`config.mk`:
```
export PLATFORM = sky130hd
export DESIGN_NAME = irq_cpu_port
export DESIGN_NICKNAME = d
export VERILOG_FILES = /design/src/rtl/irq_cpu_port.sv
export SDC_FILE = /design/constraint.sdc
export NUM_CORES = 1
export LEC_CHECK = 0
export BUFFER_PORTS_ARGS = -buffer_cell sky130_fd_sc_hd__buf_2
export CAP_MARGIN = 20
export CORE_ASPECT_RATIO = 1.75
export CORE_MARGIN = 3
export CORE_UTILIZATION = 42
export DETAILED_ROUTE_END_ITERATION = 7
export HOLD_SLACK_MARGIN = 0.12
export PLACE_DENSITY_LB_ADDON = 0.05
export SLEW_MARGIN = 20
export SYNTH_ARGS = -nofsm -noshare
export SYNTH_HDL_FRONTEND = slang
export SYNTH_SLANG_ARGS = --single-unit
```
`constraint.sdc`:
```
create_clock -name clk -period 2 [get_ports clk]
set_input_delay 0.4 -clock clk [delete_from_list [all_inputs] [get_ports clk]]
set_output_delay 0.4 -clock clk [all_outputs]
set_load 0.02 [all_outputs]
```
`src/rtl/irq_cpu_port.sv`:
```
module irq_cpu_port #(
  parameter int ID_W   = 10,
  parameter int PRIO_W = 8,
  parameter int ADDR_W = 4,
  parameter int DATA_W = 32
) (
  input  logic              clk,
  input  logic              rst_n,
  input  logic              cand_valid,
  input  logic [ID_W-1:0]   cand_id,
  input  logic [PRIO_W-1:0] cand_prio,
  input  logic              req_valid,
  input  logic              req_write,
  input  logic [ADDR_W-1:0] req_addr,
  input  logic [DATA_W-1:0] req_wdata,
  output logic              rsp_valid,
  output logic [DATA_W-1:0] rsp_rdata,
  output logic              irq_out,
  output logic              ack_pulse,
  output logic [ID_W-1:0]   ack_id,
  output logic              eoi_pulse,
  output logic [ID_W-1:0]   eoi_id
);
  localparam logic [ID_W-1:0]   SPURIOUS = ID_W'(1023);
  localparam logic [ADDR_W-1:0] OFF_CTRL = ADDR_W'(0);
  localparam logic [ADDR_W-1:0] OFF_MASK = ADDR_W'(4);
  localparam logic [ADDR_W-1:0] OFF_ACK  = ADDR_W'(8);
  localparam logic [ADDR_W-1:0] OFF_EOI  = ADDR_W'(12);

  logic              en_q;
  logic [PRIO_W-1:0] pmask_q;
  logic              svc_q;
  logic [ID_W-1:0]   svc_id_q;
  logic [DATA_W-1:0] rd_mux;

  wire rd       = req_valid && !req_write;
  wire wr       = req_valid && req_write;
  wire eligible = en_q && cand_valid && (cand_prio < pmask_q) && !svc_q;
  wire take     = rd && (req_addr == OFF_ACK) && eligible;
  wire eoi_hit  = wr && (req_addr == OFF_EOI) && svc_q &&
                  (req_wdata == DATA_W'(svc_id_q));

  assign irq_out = eligible;

  always_comb begin
    case (req_addr)
      OFF_CTRL: rd_mux = DATA_W'(en_q);
      OFF_MASK: rd_mux = DATA_W'(pmask_q);
      OFF_ACK:  rd_mux = take ? DATA_W'(cand_id) : DATA_W'(SPURIOUS);
      default:  rd_mux = '0;
    endcase
  end

  always_ff @(posedge clk or negedge rst_n) begin
    if (!rst_n) begin
      en_q      <= 1'b0;
      pmask_q   <= '0;
      svc_q     <= 1'b0;
      svc_id_q  <= '0;
      rsp_valid <= 1'b0;
      rsp_rdata <= '0;
      ack_pulse <= 1'b0;
      ack_id    <= '0;
      eoi_pulse <= 1'b0;
      eoi_id    <= '0;
    end else begin
      rsp_valid <= rd;
      rsp_rdata <= rd ? rd_mux : '0;
      ack_pulse <= take;
      eoi_pulse <= eoi_hit;
      if (take) ack_id <= cand_id;
      if (eoi_hit) eoi_id <= svc_id_q;
      if (wr && req_addr == OFF_CTRL) en_q <= req_wdata[0];
      if (wr && req_addr == OFF_MASK) pmask_q <= req_wdata[PRIO_W-1:0];
      if (take) begin
        svc_q    <= 1'b1;
        svc_id_q <= cand_id;
      end else if (eoi_hit) begin
        svc_q <= 1'b0;
      end
    end
  end
endmodule


```
# Word-level counts from Yosys, hierarchy flattened
# Index checks and enable logic that the tools add are counted.
[totals]
regBits = 65
elab_cells = 35
[op_classes]
magnitude_cmp = 1
n_eq_ne = 4
n_mux = 5
n_reduce_logical = 16
[op_table]
columns = ["operator", "n"]
rows = [
  ["$eq 32x10->1", 1],
  ["$mux 32", 1],
  ["$pmux 10 s3", 1],
  ["$logic_and 1x1->1", 12],
  ["$mux 10", 1],
  ["$eq 4x4->1 const B", 2],
  ["$lt 8x8->1", 1],
  ["$eq 4x3->1 const B", 1],
  ["$logic_not 4->1", 1],
  ["$logic_not 1->1", 2],
  ["$mux 1", 2],
  ["$reduce_bool 2->1", 1],
]

# Depth between registers and ports, before layout
# Gate-level depths: netlist of run 1.
[logic_depth]
depth_word = 7
mapped_depth = 8
mapped_depth_nobuf = 7

# Worst setup path before layout of run 1
# OpenSTA, ideal clock, no wires.
[synth_timing]
path_type = "in2reg"
start = "in cand_prio[3]"
end = "reg ack_id[0]"
setup_time_ns = 0.128
arrival_ns = 1.979
t_required_ns = 1.872
slack_ns = -0.106
stages = 7
path_cell_list = "ha_1 -> a211o_1 -> a21oi_1 -> o21ai_1 -> a211oi_2 -> buf_4 -> mux2_1"
[synth_between]
elab_chain_len = 4
[synth_lines]
columns = ["item", "line", "rtl"]
rows = [
  ["start, declared", "11", "input logic [PRIO_W-1:0] cand_prio,"],
  ["$lt 8x8->1", "38", "wire eligible = en_q && cand_valid && (cand_prio < pmask_q) && !svc_q;"],
  ["$logic_and 1x1->1 (2 in a row)", "38", ""],
  ["$logic_and 1x1->1", "39", "wire take = rd && (req_addr == OFF_ACK) && eligible;"],
  ["end signal, assigned", "71", "if (take) ack_id <= cand_id;"],
  ["end, declared", "20", "output logic [ID_W-1:0] ack_id,"],
]
# Every way passes these cells.
# A chain may end at the register's enable or synchronous reset.

# Worst setup path after layout of run 1
[layout_timing]
start = "reg pmask_q[3]"
end = "reg ack_id[4]"
[layout_between]
elab_chain_len = 4
[layout_lines]
columns = ["item", "line", "rtl"]
rows = [
  ["start, declared", "31", "logic [PRIO_W-1:0] pmask_q;"],
  ["start signal, assigned", "74", "if (wr && req_addr == OFF_MASK) pmask_q <= req_wdata[PRIO_W-1:0];"],
  ["$lt 8x8->1", "38", ""],
  ["$logic_and 1x1->1 (2 in a row)", "38", ""],
  ["$logic_and 1x1->1", "39", ""],
]
# Every way passes these cells.

==> reports/qor.log, run 1 <==
INFO  final_layout   post_route_cells_drive_above_1_share=46.9%
INFO  final_layout   areaGrowthSynthToFinish=32.6%
INFO  grt            overflow=0
INFO  clock_network  tritoncts=yes
INFO  floorplanning  die_height=105um
INFO  final_layout   storage_element_area=0.00108mm2
INFO  synth          synth_area_leaders=sky130_fd_sc_hd__dfrtp_1 (46%), sky130_fd_sc_hd__buf_4 (7.3%), sky130_fd_sc_hd__mux2_4 (5.7%)
INFO  setup_path     criticalPathCategory=flip-flop to flip-flop
INFO  placed_design  dpl_worst_slack=-172ps
INFO  timing         period_minus_slack=2180ps
INFO  floorplanning  die_area=0.00657mm2
INFO  grt            antenna_found_initial=0
INFO  clock_network  clk-insertion-delay-late=300ps
INFO  timing         setup_viol=11
INFO  setup_path     crit_arrival=2360ps
INFO  setup_path     crit_slowest_cell=sky130_fd_sc_hd__dfrtp_1
INFO  setup_path     worst_setup_path_startpoint=pmask_q[3]
INFO  synth          synth_area_leader_cell=sky130_fd_sc_hd__dfrtp_1
INFO  timing         timing_max_transition_violations_final=0
INFO  synth          synth_seq_area_share=45.7%
INFO  placed_design  numPlacedInstances=388
INFO  final_layout   antenna_cells_inserted=0
INFO  timing         rsz0062_at_grt=yes
INFO  clock_network  cts.htree.levels=2
INFO  synth          post-synth-top-count-cell=sky130_fd_sc_hd__dfrtp_1
INFO  route          drt_iter0_markers=61
INFO  synth          mean_instance_size_in_the_synthesized_netlist=11.2um2
INFO  placed_design  port_buffers=92
INFO  run_status     outcome=finished, violations left
INFO  timing         final-hold-violation-count=0
INFO  final_layout   area_of_the_multi_input_gates=0.00116mm2
INFO  setup_path     crit_required=2180ps
INFO  synth          netlist_instances=210
INFO  grt            vias_in_the_first_global_route=2017
INFO  synth          synth-main-ff-cell=sky130_fd_sc_hd__dfrtp_1
INFO  setup_path     crit_path_start_kind=flip-flop
INFO  placed_design  place.gp.congestion=0.821
INFO  route          drt.antenna.violating_nets=0
INFO  route          wl_per_cell=16.8um
INFO  floorplanning  pin_count=115
INFO  clock_network  clk_path_buf_depth=2
INFO  route          detail_route.drc_violations=0
INFO  synth          synth.lib_cells_used.distinct=34
INFO  final_layout   final_cell_count_no_fill=400
INFO  clock_network  clockRootBuffer=sky130_fd_sc_hd__clkbuf_8
INFO  floorplanning  fp.coreArea=0.00534mm2
INFO  setup_path     critical_path.max_stage_delay=400ps
INFO  synth          synth_enable_flop_cells=0
INFO  timing         timing.final.crit_share=109%
INFO  clock_network  cts-buffers-inserted=5
INFO  grt            grt_usage=20.4%
INFO  timing         timing.final.ws_setup=-181ps
INFO  synth          synth_largest_type_area_fraction=45.7%
INFO  pwr            total_leakage_power=0.00167uW
INFO  setup_path     bufs_and_invs_on_worst_path=3
INFO  pwr            power.density=625mW/mm2
INFO  floorplanning  row_count=35
INFO  placed_design  dpl.hpwl=5210um
INFO  setup_path     critPathMaxFanout=6
INFO  setup_path     rr_startpoint=pmask_q[3]
INFO  grt            maximum_number_of_pins_on_one_net_before_global_route_repair=27
INFO  route          wl=6710um
INFO  floorplanning  die_x=62.6um
INFO  synth          most_numerous_cell_types_in_the_synthesized_netlist=sky130_fd_sc_hd__dfrtp_1 (43), sky130_fd_sc_hd__buf_4 (23), sky130_fd_sc_hd__a21oi_1 (19)
INFO  pwr            combPwrFrac=23.0%
INFO  pwr            p_int=1360uW
INFO  pwr            fin_total_pwr=1950uW
INFO  pwr            part_of_the_power_in_the_clock_network=28.4%
INFO  route          detail_route.vias_per_cell=4.92
INFO  final_layout   final_nets=391
INFO  setup_path     crit_chain=inv_2, ha_4, a211o_1, a21oi_2, o21ai_2, buf_4, a211oi_4, buf_6, mux2_1
INFO  clock_network  clk_transition_reported_paths=80ps
INFO  route          num_vias=1968
INFO  job            cap_violations=0
INFO  setup_path     timing.critical_path.to_type=flip-flop
INFO  min_path       worstHoldPathType=input port to flip-flop
INFO  pwr            sequentialPowerShare=48.7%
INFO  pwr            power_switching=592uW
INFO  setup_path     crit_family=compound AO/OA/AOI/OAI gates
INFO  synth          yosys_warnings=0
INFO  pwr            power.share.switching=30.4%
INFO  min_path       min-delay-start=cand_id[1]
INFO  synth          post_synth_instance_area=0.00235mm2
INFO  synth          ys_ff_latch=43
INFO  clock_network  cts.sink_count=43
INFO  run_status     failed_checks=negative setup slack
INFO  route          drt_pre_antenna_iters=4
INFO  timing         finClkSkew=5.80ps
INFO  pwr            ir_worst_vdd=0.383mV
INFO  final_layout   finalCoreUtilization=58.4%
INFO  grt            wire_length_of_the_first_global_routing_pass=10400um
INFO  floorplanning  initial_core_util=44.0%
INFO  timing         fmax=458MHz
INFO  final_layout   n_fill_cell=506
INFO  timing         fin_tns_setup=-1860ps
INFO  synth          async_flop_share=100%
flip-flops by register name, summed over array words and instances, names as in the netlist:
signal	flops
eoi_id	10
ack_id	10
rsp_valid	1
en_q	1
eoi_pulse	1
ack_pulse	1
rsp_rdata	10
svc_q	1
pmask_q	8
worst paths after layout:
kind / to / cells past startpoint / slack, ps
setup / recovery: ack_id[4] / 9 / -180
hold / removal: ack_id[1] / 2 / 330
setup reg to reg: ack_id[4] / 9 / -180
hold reg to reg: eoi_id[9] / 1 / 490
max in group asynchronous: rsp_rdata[9] / 3 / 920
min in group asynchronous: eoi_pulse / 2 / 580
per-stage QoR:
stage	cell area, um2	hold WS, ps
after floorplan	2440	104
after detailed placement	2950	370
after CTS	3070	324
after global routing	3120	326
final	3120	333
after global placement	2950	365
logic make-up (layout without fill, tap and decap cells):
kind of cell               after synthesis  count (layout)  synth area share [%]
and+or+nand+nor                         45              45                  11.4
DFF                                     43              43                  45.7
buffers and inverters                   39             134                  10.3
AOI/OAI and AO/OA                       35              35                  9.15
muxes                                   30              30                  15.8
xor gates and xnor gates                10              10                  3.72
adders and majority gates                7               7                  3.72
other                                    1              22                 0.159
power by group through the flow:
stage	Combinational, uW	Sequential, uW	Clock (uW)
2_1_floorplan	235	973	0
3_3_place_gp	409	964	0
3_5_place_dp	413	966	0
4_1_cts	432	949	573
5_1_grt	495	955	605
6_report	448	949	553
routing by layer:
layer / vias up / wire length [um] / track usage [%]
met5: - / 0 / 0
met4: 0 / 133 / 7.74
met3: 11 / 347 / 4.19
met2: 71 / 3650 / 37.4
met1: 938 / 2580 / 22.7
li1: 948 / - / -
repair_timing:
item                                   in CTS  in global routing
resized for setup                           5                 10
setup endpoints to repair                  11                 13
buffers inserted                            1                  1
pin swaps                                   2                  3
endpoints found under the hold margin      17                  0
gates cloned                                0                  1
hold buffers                                1                  0
area by class of cell:
type                       instances  share of cell area, %
sequential                        43                   34.5
timing repair buffer             115                   21.2
tap                               74                   2.97
multi-input combinational        149                   37.3
clock buffer                       6                   2.33
clock inverter                     2                  0.401
inverter                          11                   1.32
layout by cell type, fill, tap and decap left out, types with 3 or more instances in the layout:
master	n
sky130_fd_sc_hd__conb_1	22
sky130_fd_sc_hd__buf_4	19
sky130_fd_sc_hd__mux2_4	12
sky130_fd_sc_hd__xnor2_1	9
sky130_fd_sc_hd__nand3_1	3
sky130_fd_sc_hd__nor3_1	3
sky130_fd_sc_hd__nand2_1	8
sky130_fd_sc_hd__buf_2	91
sky130_fd_sc_hd__inv_1	9
sky130_fd_sc_hd__or4_1	3
sky130_fd_sc_hd__nand4_1	9
sky130_fd_sc_hd__a211oi_1	9
sky130_fd_sc_hd__mux2_2	10
sky130_fd_sc_hd__ha_1	6
sky130_fd_sc_hd__a21oi_2	3
sky130_fd_sc_hd__a21oi_1	17
sky130_fd_sc_hd__nor4_1	9
sky130_fd_sc_hd__mux2_1	8
sky130_fd_sc_hd__clkbuf_8	5
sky130_fd_sc_hd__dfrtp_1	43
sky130_fd_sc_hd__buf_6	3
worst reg2reg max path: stages (launching register included):
cell	delay [ps]
sky130_fd_sc_hd__dfrtp_1	400
sky130_fd_sc_hd__inv_2	70
sky130_fd_sc_hd__ha_4	190
sky130_fd_sc_hd__a211o_1	260
sky130_fd_sc_hd__a21oi_2	120
sky130_fd_sc_hd__o21ai_2	80
sky130_fd_sc_hd__buf_4	150
sky130_fd_sc_hd__a211oi_4	300
sky130_fd_sc_hd__buf_6	190
sky130_fd_sc_hd__mux2_1	320
(Power assumes the default switching activity.)
==> run 2: changes to the inputs <==
--- a/config.mk
+++ b/config.mk
@@ -9,7 +9,7 @@
 export CAP_MARGIN = 20
 export CORE_ASPECT_RATIO = 1.75
 export CORE_MARGIN = 3
-export CORE_UTILIZATION = 42
+export CORE_UTILIZATION = 38
 export DETAILED_ROUTE_END_ITERATION = 7
 export HOLD_SLACK_MARGIN = 0.12
 export PLACE_DENSITY_LB_ADDON = 0.05
==> constraint.sdc (replaced) <==
create_clock -name clk -period 2.7 [get_ports clk]
set_input_delay 0.54 -clock clk [delete_from_list [all_inputs] [get_ports clk]]
set_output_delay 0.54 -clock clk [all_outputs]
set_load 0.02 [all_outputs]
==> run 2 against run 1 <==
The run now ends clean. Clock skew increased by 5.5 ps. Sequential power decreased by 26%. Total power decreased by 30%. Non-clock buffer count decreased by 14. Sequential cell count unchanged. First-iteration DRC count decreased by 18%. Setup slack improved by 360 ps. Via count decreased by 2.0%. Clock power decreased by 28%. Cell count decreased by 2.5%. Count of clock-buffer cells in the layout unchanged.
==> reports/qor.log, run 2 (synthesis results as in run 1) <==
INFO  grt            globalRoute.busiestLayer=met2 [unchanged]
INFO  placed_design  dpl.hpwl=5030um [was 5210 um]
INFO  floorplanning  pin_count=115 [unchanged]
INFO  grt            grt_usage=17.8% [was 20.4%]
INFO  job            cap_violations=0 [unchanged]
INFO  setup_path     crit_arrival=1980ps [was 2360 ps]
INFO  setup_path     critPathMaxFanout=4 [was 6]
INFO  timing         timing_max_transition_violations_final=0 [unchanged]
INFO  min_path       worstHoldPathType=input port to async pin [was input port to flip-flop]
INFO  clock_network  cts.htree.levels=2 [unchanged]
INFO  final_layout   antenna_cells_inserted=0 [unchanged]
INFO  pwr            power.share.switching=29.5% [was 30.4%]
INFO  grt            overflow=0 [unchanged]
INFO  timing         rsz0062_at_grt=no [was yes]
INFO  timing         finClkSkew=11.3ps [was 5.80 ps]
INFO  floorplanning  die_x=65.5um [was 62.6 um]
INFO  clock_network  cts-buffers-inserted=5 [unchanged]
INFO  grt            maximum_number_of_pins_on_one_net_before_global_route_repair=44 [was 27]
INFO  final_layout   final_cell_mix=sky130_fd_sc_hd__buf_2 (92), sky130_fd_sc_hd__dfrtp_1 (43), sky130_fd_sc_hd__conb_1 (22) [was sky130_fd_sc_hd__buf_2 (91), sky130_fd_sc_hd__dfrtp_1 (43), sky130_fd_sc_hd__conb_1 (22)]
INFO  setup_path     timing.critical_path.to_type=primary output [was flip-flop]
INFO  floorplanning  die_height=110um [was 105 um]
INFO  route          wl=6310um [was 6710 um]
INFO  timing         timing.final.crit_share=93.4%
INFO  route          detail_route.vias_per_cell=4.94 [was 4.92]
INFO  grt            grtUsageMet1=20.7% [was 22.7%]
INFO  run_status     outcome=complete, no violations [was finished, violations left]
INFO  pwr            part_of_the_power_in_the_clock_network=29.0% [was 28.4%]
INFO  timing         period_minus_slack=2520ps
INFO  pwr            ir_worst_vdd=0.409mV [was 0.383 mV]
INFO  pwr            combPwrFrac=19.4% [was 23.0%]
INFO  route          drt.antenna.violating_nets=0 [unchanged]
INFO  clock_network  post_cts.repair.setup_buffers=0 [was 1]
INFO  route          num_vias=1928 [was 1968]
INFO  pwr            sequentialPowerShare=51.5% [was 48.7%]
INFO  setup_path     critical_path.endpoint=irq_out [was ack_id[4]]
INFO  route          drt_pre_antenna_iters=4 [unchanged]
INFO  floorplanning  initial_core_util=39.7% [was 44.0%]
INFO  grt            antenna_found_initial=0 [unchanged]
INFO  timing         fin_tns_setup=0ps [was -1860 ps]
INFO  pwr            p_int=967uW [was 1360 uW]
INFO  setup_path     reg2reg_setup_slack=520ps [was -180 ps]
INFO  grt            vias_in_the_first_global_route=1854 [was 2017]
INFO  clock_network  clk-insertion-delay-late=300ps [about the same]
INFO  clock_network  tritoncts=yes [unchanged]
INFO  route          wl_per_cell=16.2um [was 16.8 um]
INFO  setup_path     rr_startpoint=pmask_q[3] [unchanged]
INFO  setup_path     crit_path_start_kind=flip-flop [unchanged]
INFO  grt            met3_usage=3.04% [was 4.19%]
INFO  floorplanning  die_area=0.00721mm2 [was 0.00657 mm2]
INFO  clock_network  clockRootBuffer=sky130_fd_sc_hd__clkbuf_8 [unchanged]
INFO  clock_network  clk_path_buf_depth=2 [unchanged]
INFO  timing         setup_viol=0 [was 11]
INFO  final_layout   layout.cells.most_common=sky130_fd_sc_hd__buf_2 [unchanged]
INFO  timing         timing.final.ws_setup=179ps [was -181 ps]
INFO  pwr            power_switching=405uW [was 592 uW]
INFO  timing         tightest_slew=554ps
INFO  timing         final-hold-violation-count=0 [unchanged]
INFO  placed_design  dpl_worst_slack=194ps [was -172 ps]
INFO  final_layout   finalCoreUtilization=49.6% [was 58.4%]
INFO  final_layout   layout_top_registers=ack_id x10, eoi_id x10, rsp_rdata x10 [unchanged]
INFO  clock_network  cts.sink_count=43 [unchanged]
INFO  clock_network  cts-hold-fix-buffers=0 [was 1]
INFO  setup_path     criticalPathCategory=flip-flop to primary output [was flip-flop to flip-flop]
INFO  pwr            fin_total_pwr=1370uW [was 1950 uW]
INFO  pwr            total_leakage_power=0.00159uW [was 0.00167 uW]
INFO  grt            grt.met2_usage=32.9% [was 37.4%]
INFO  route          detail_route.drc_violations=0 [unchanged]
INFO  placed_design  place.gp.congestion=0.786 [was 0.821]
INFO  route          drt_iter0_markers=50 [was 61]
INFO  setup_path     r2r_path_end=ack_id[3] [was ack_id[4]]
INFO  pwr            power.density=467mW/mm2 [was 625 mW/mm2]
INFO  setup_path     crit_required=2160ps [was 2180 ps]
INFO  timing         timing.max_slew.rel_slack=63.1%
INFO  floorplanning  fp.coreArea=0.00593mm2 [was 0.00534 mm2]
INFO  timing         fmax=397MHz
INFO  placed_design  port_buffers=92 [unchanged]
INFO  setup_path     worst_setup_path_startpoint=pmask_q[3] [unchanged]
INFO  clock_network  clk_transition_reported_paths=90ps [was 80 ps]
INFO  final_layout   final_nets=377 [was 391]
INFO  final_layout   areaGrowthSynthToFinish=25.0% [was 32.6%]
INFO  clock_network  postCtsResizedCells=0 [was 5]
INFO  setup_path     worst_r2r_path_depth=8 [was 9]
INFO  final_layout   post_route_cells_drive_above_1_share=42.3% [was 46.9%]
INFO  floorplanning  row_count=37 [was 35]
INFO  grt            wire_length_of_the_first_global_routing_pass=9450um [was 10400 um]
run 2: routing by layer:
layer	wire length [um]	vias up
li1	-	919
met1	2370	922
met2	3400	81
met3	459	6
met4	82	0
met5	0	-
run 2: power groups by stage:
| stage | sequential, uW | clock, uW | combinational, uW |
|---|---|---|---|
| final | 707 | 399 | 267 |
| after global routing | 715 | 438 | 299 |
| after CTS | 709 | 416 | 266 |
| after detailed placement | 722 | 0 | 264 |
| after global placement | 721 | 0 | 261 |
| after floorplan | 721 | 0 | 168 |
run 2: area by class of cell:
cell class	instances	area, um2
well taps	78	97.6
flip-flops and latches	43	1080
clock inverters	2	12.5
repair buffers	101	528
clock buffers	6	72.6
fillers	585	2990
inverters	11	41.3
multi-input cells	149	1110
run 2: worst min path at each step:
| stage | endpoint | start | slack (ps) | cells past startpoint |
|---|---|---|---|---|
| after global placement | eoi_id[9] | eoi_id[9] | 470 | 1 |
| final | eoi_id[8] | rst_n | 310 | 2 |
| after detailed placement | eoi_id[9] | eoi_id[9] | 480 | 1 |
| after global routing | eoi_id[8] | rst_n | 350 | 2 |
| after floorplan | ack_id[0] | rst_n | 240 | 0 |
| after CTS | eoi_id[8] | rst_n | 330 | 2 |
run 2: through the flow:
stage               area [um2]  std cells  hold WS [ps]
CTS                       2930        389           328
global placement          2850        381           472
floorplan                 2430        231           244
detailed placement        2850        381           480
global route              2940        390           345
finish                    2940        390           307
run 2: critical path: stages (launching register included):
cell	delay [ps]
sky130_fd_sc_hd__dfrtp_1	370
sky130_fd_sc_hd__inv_1	50
sky130_fd_sc_hd__ha_1	280
sky130_fd_sc_hd__a211o_1	290
sky130_fd_sc_hd__a21oi_1	120
sky130_fd_sc_hd__o21ai_1	150
sky130_fd_sc_hd__a21oi_2	230
sky130_fd_sc_hd__buf_2	200
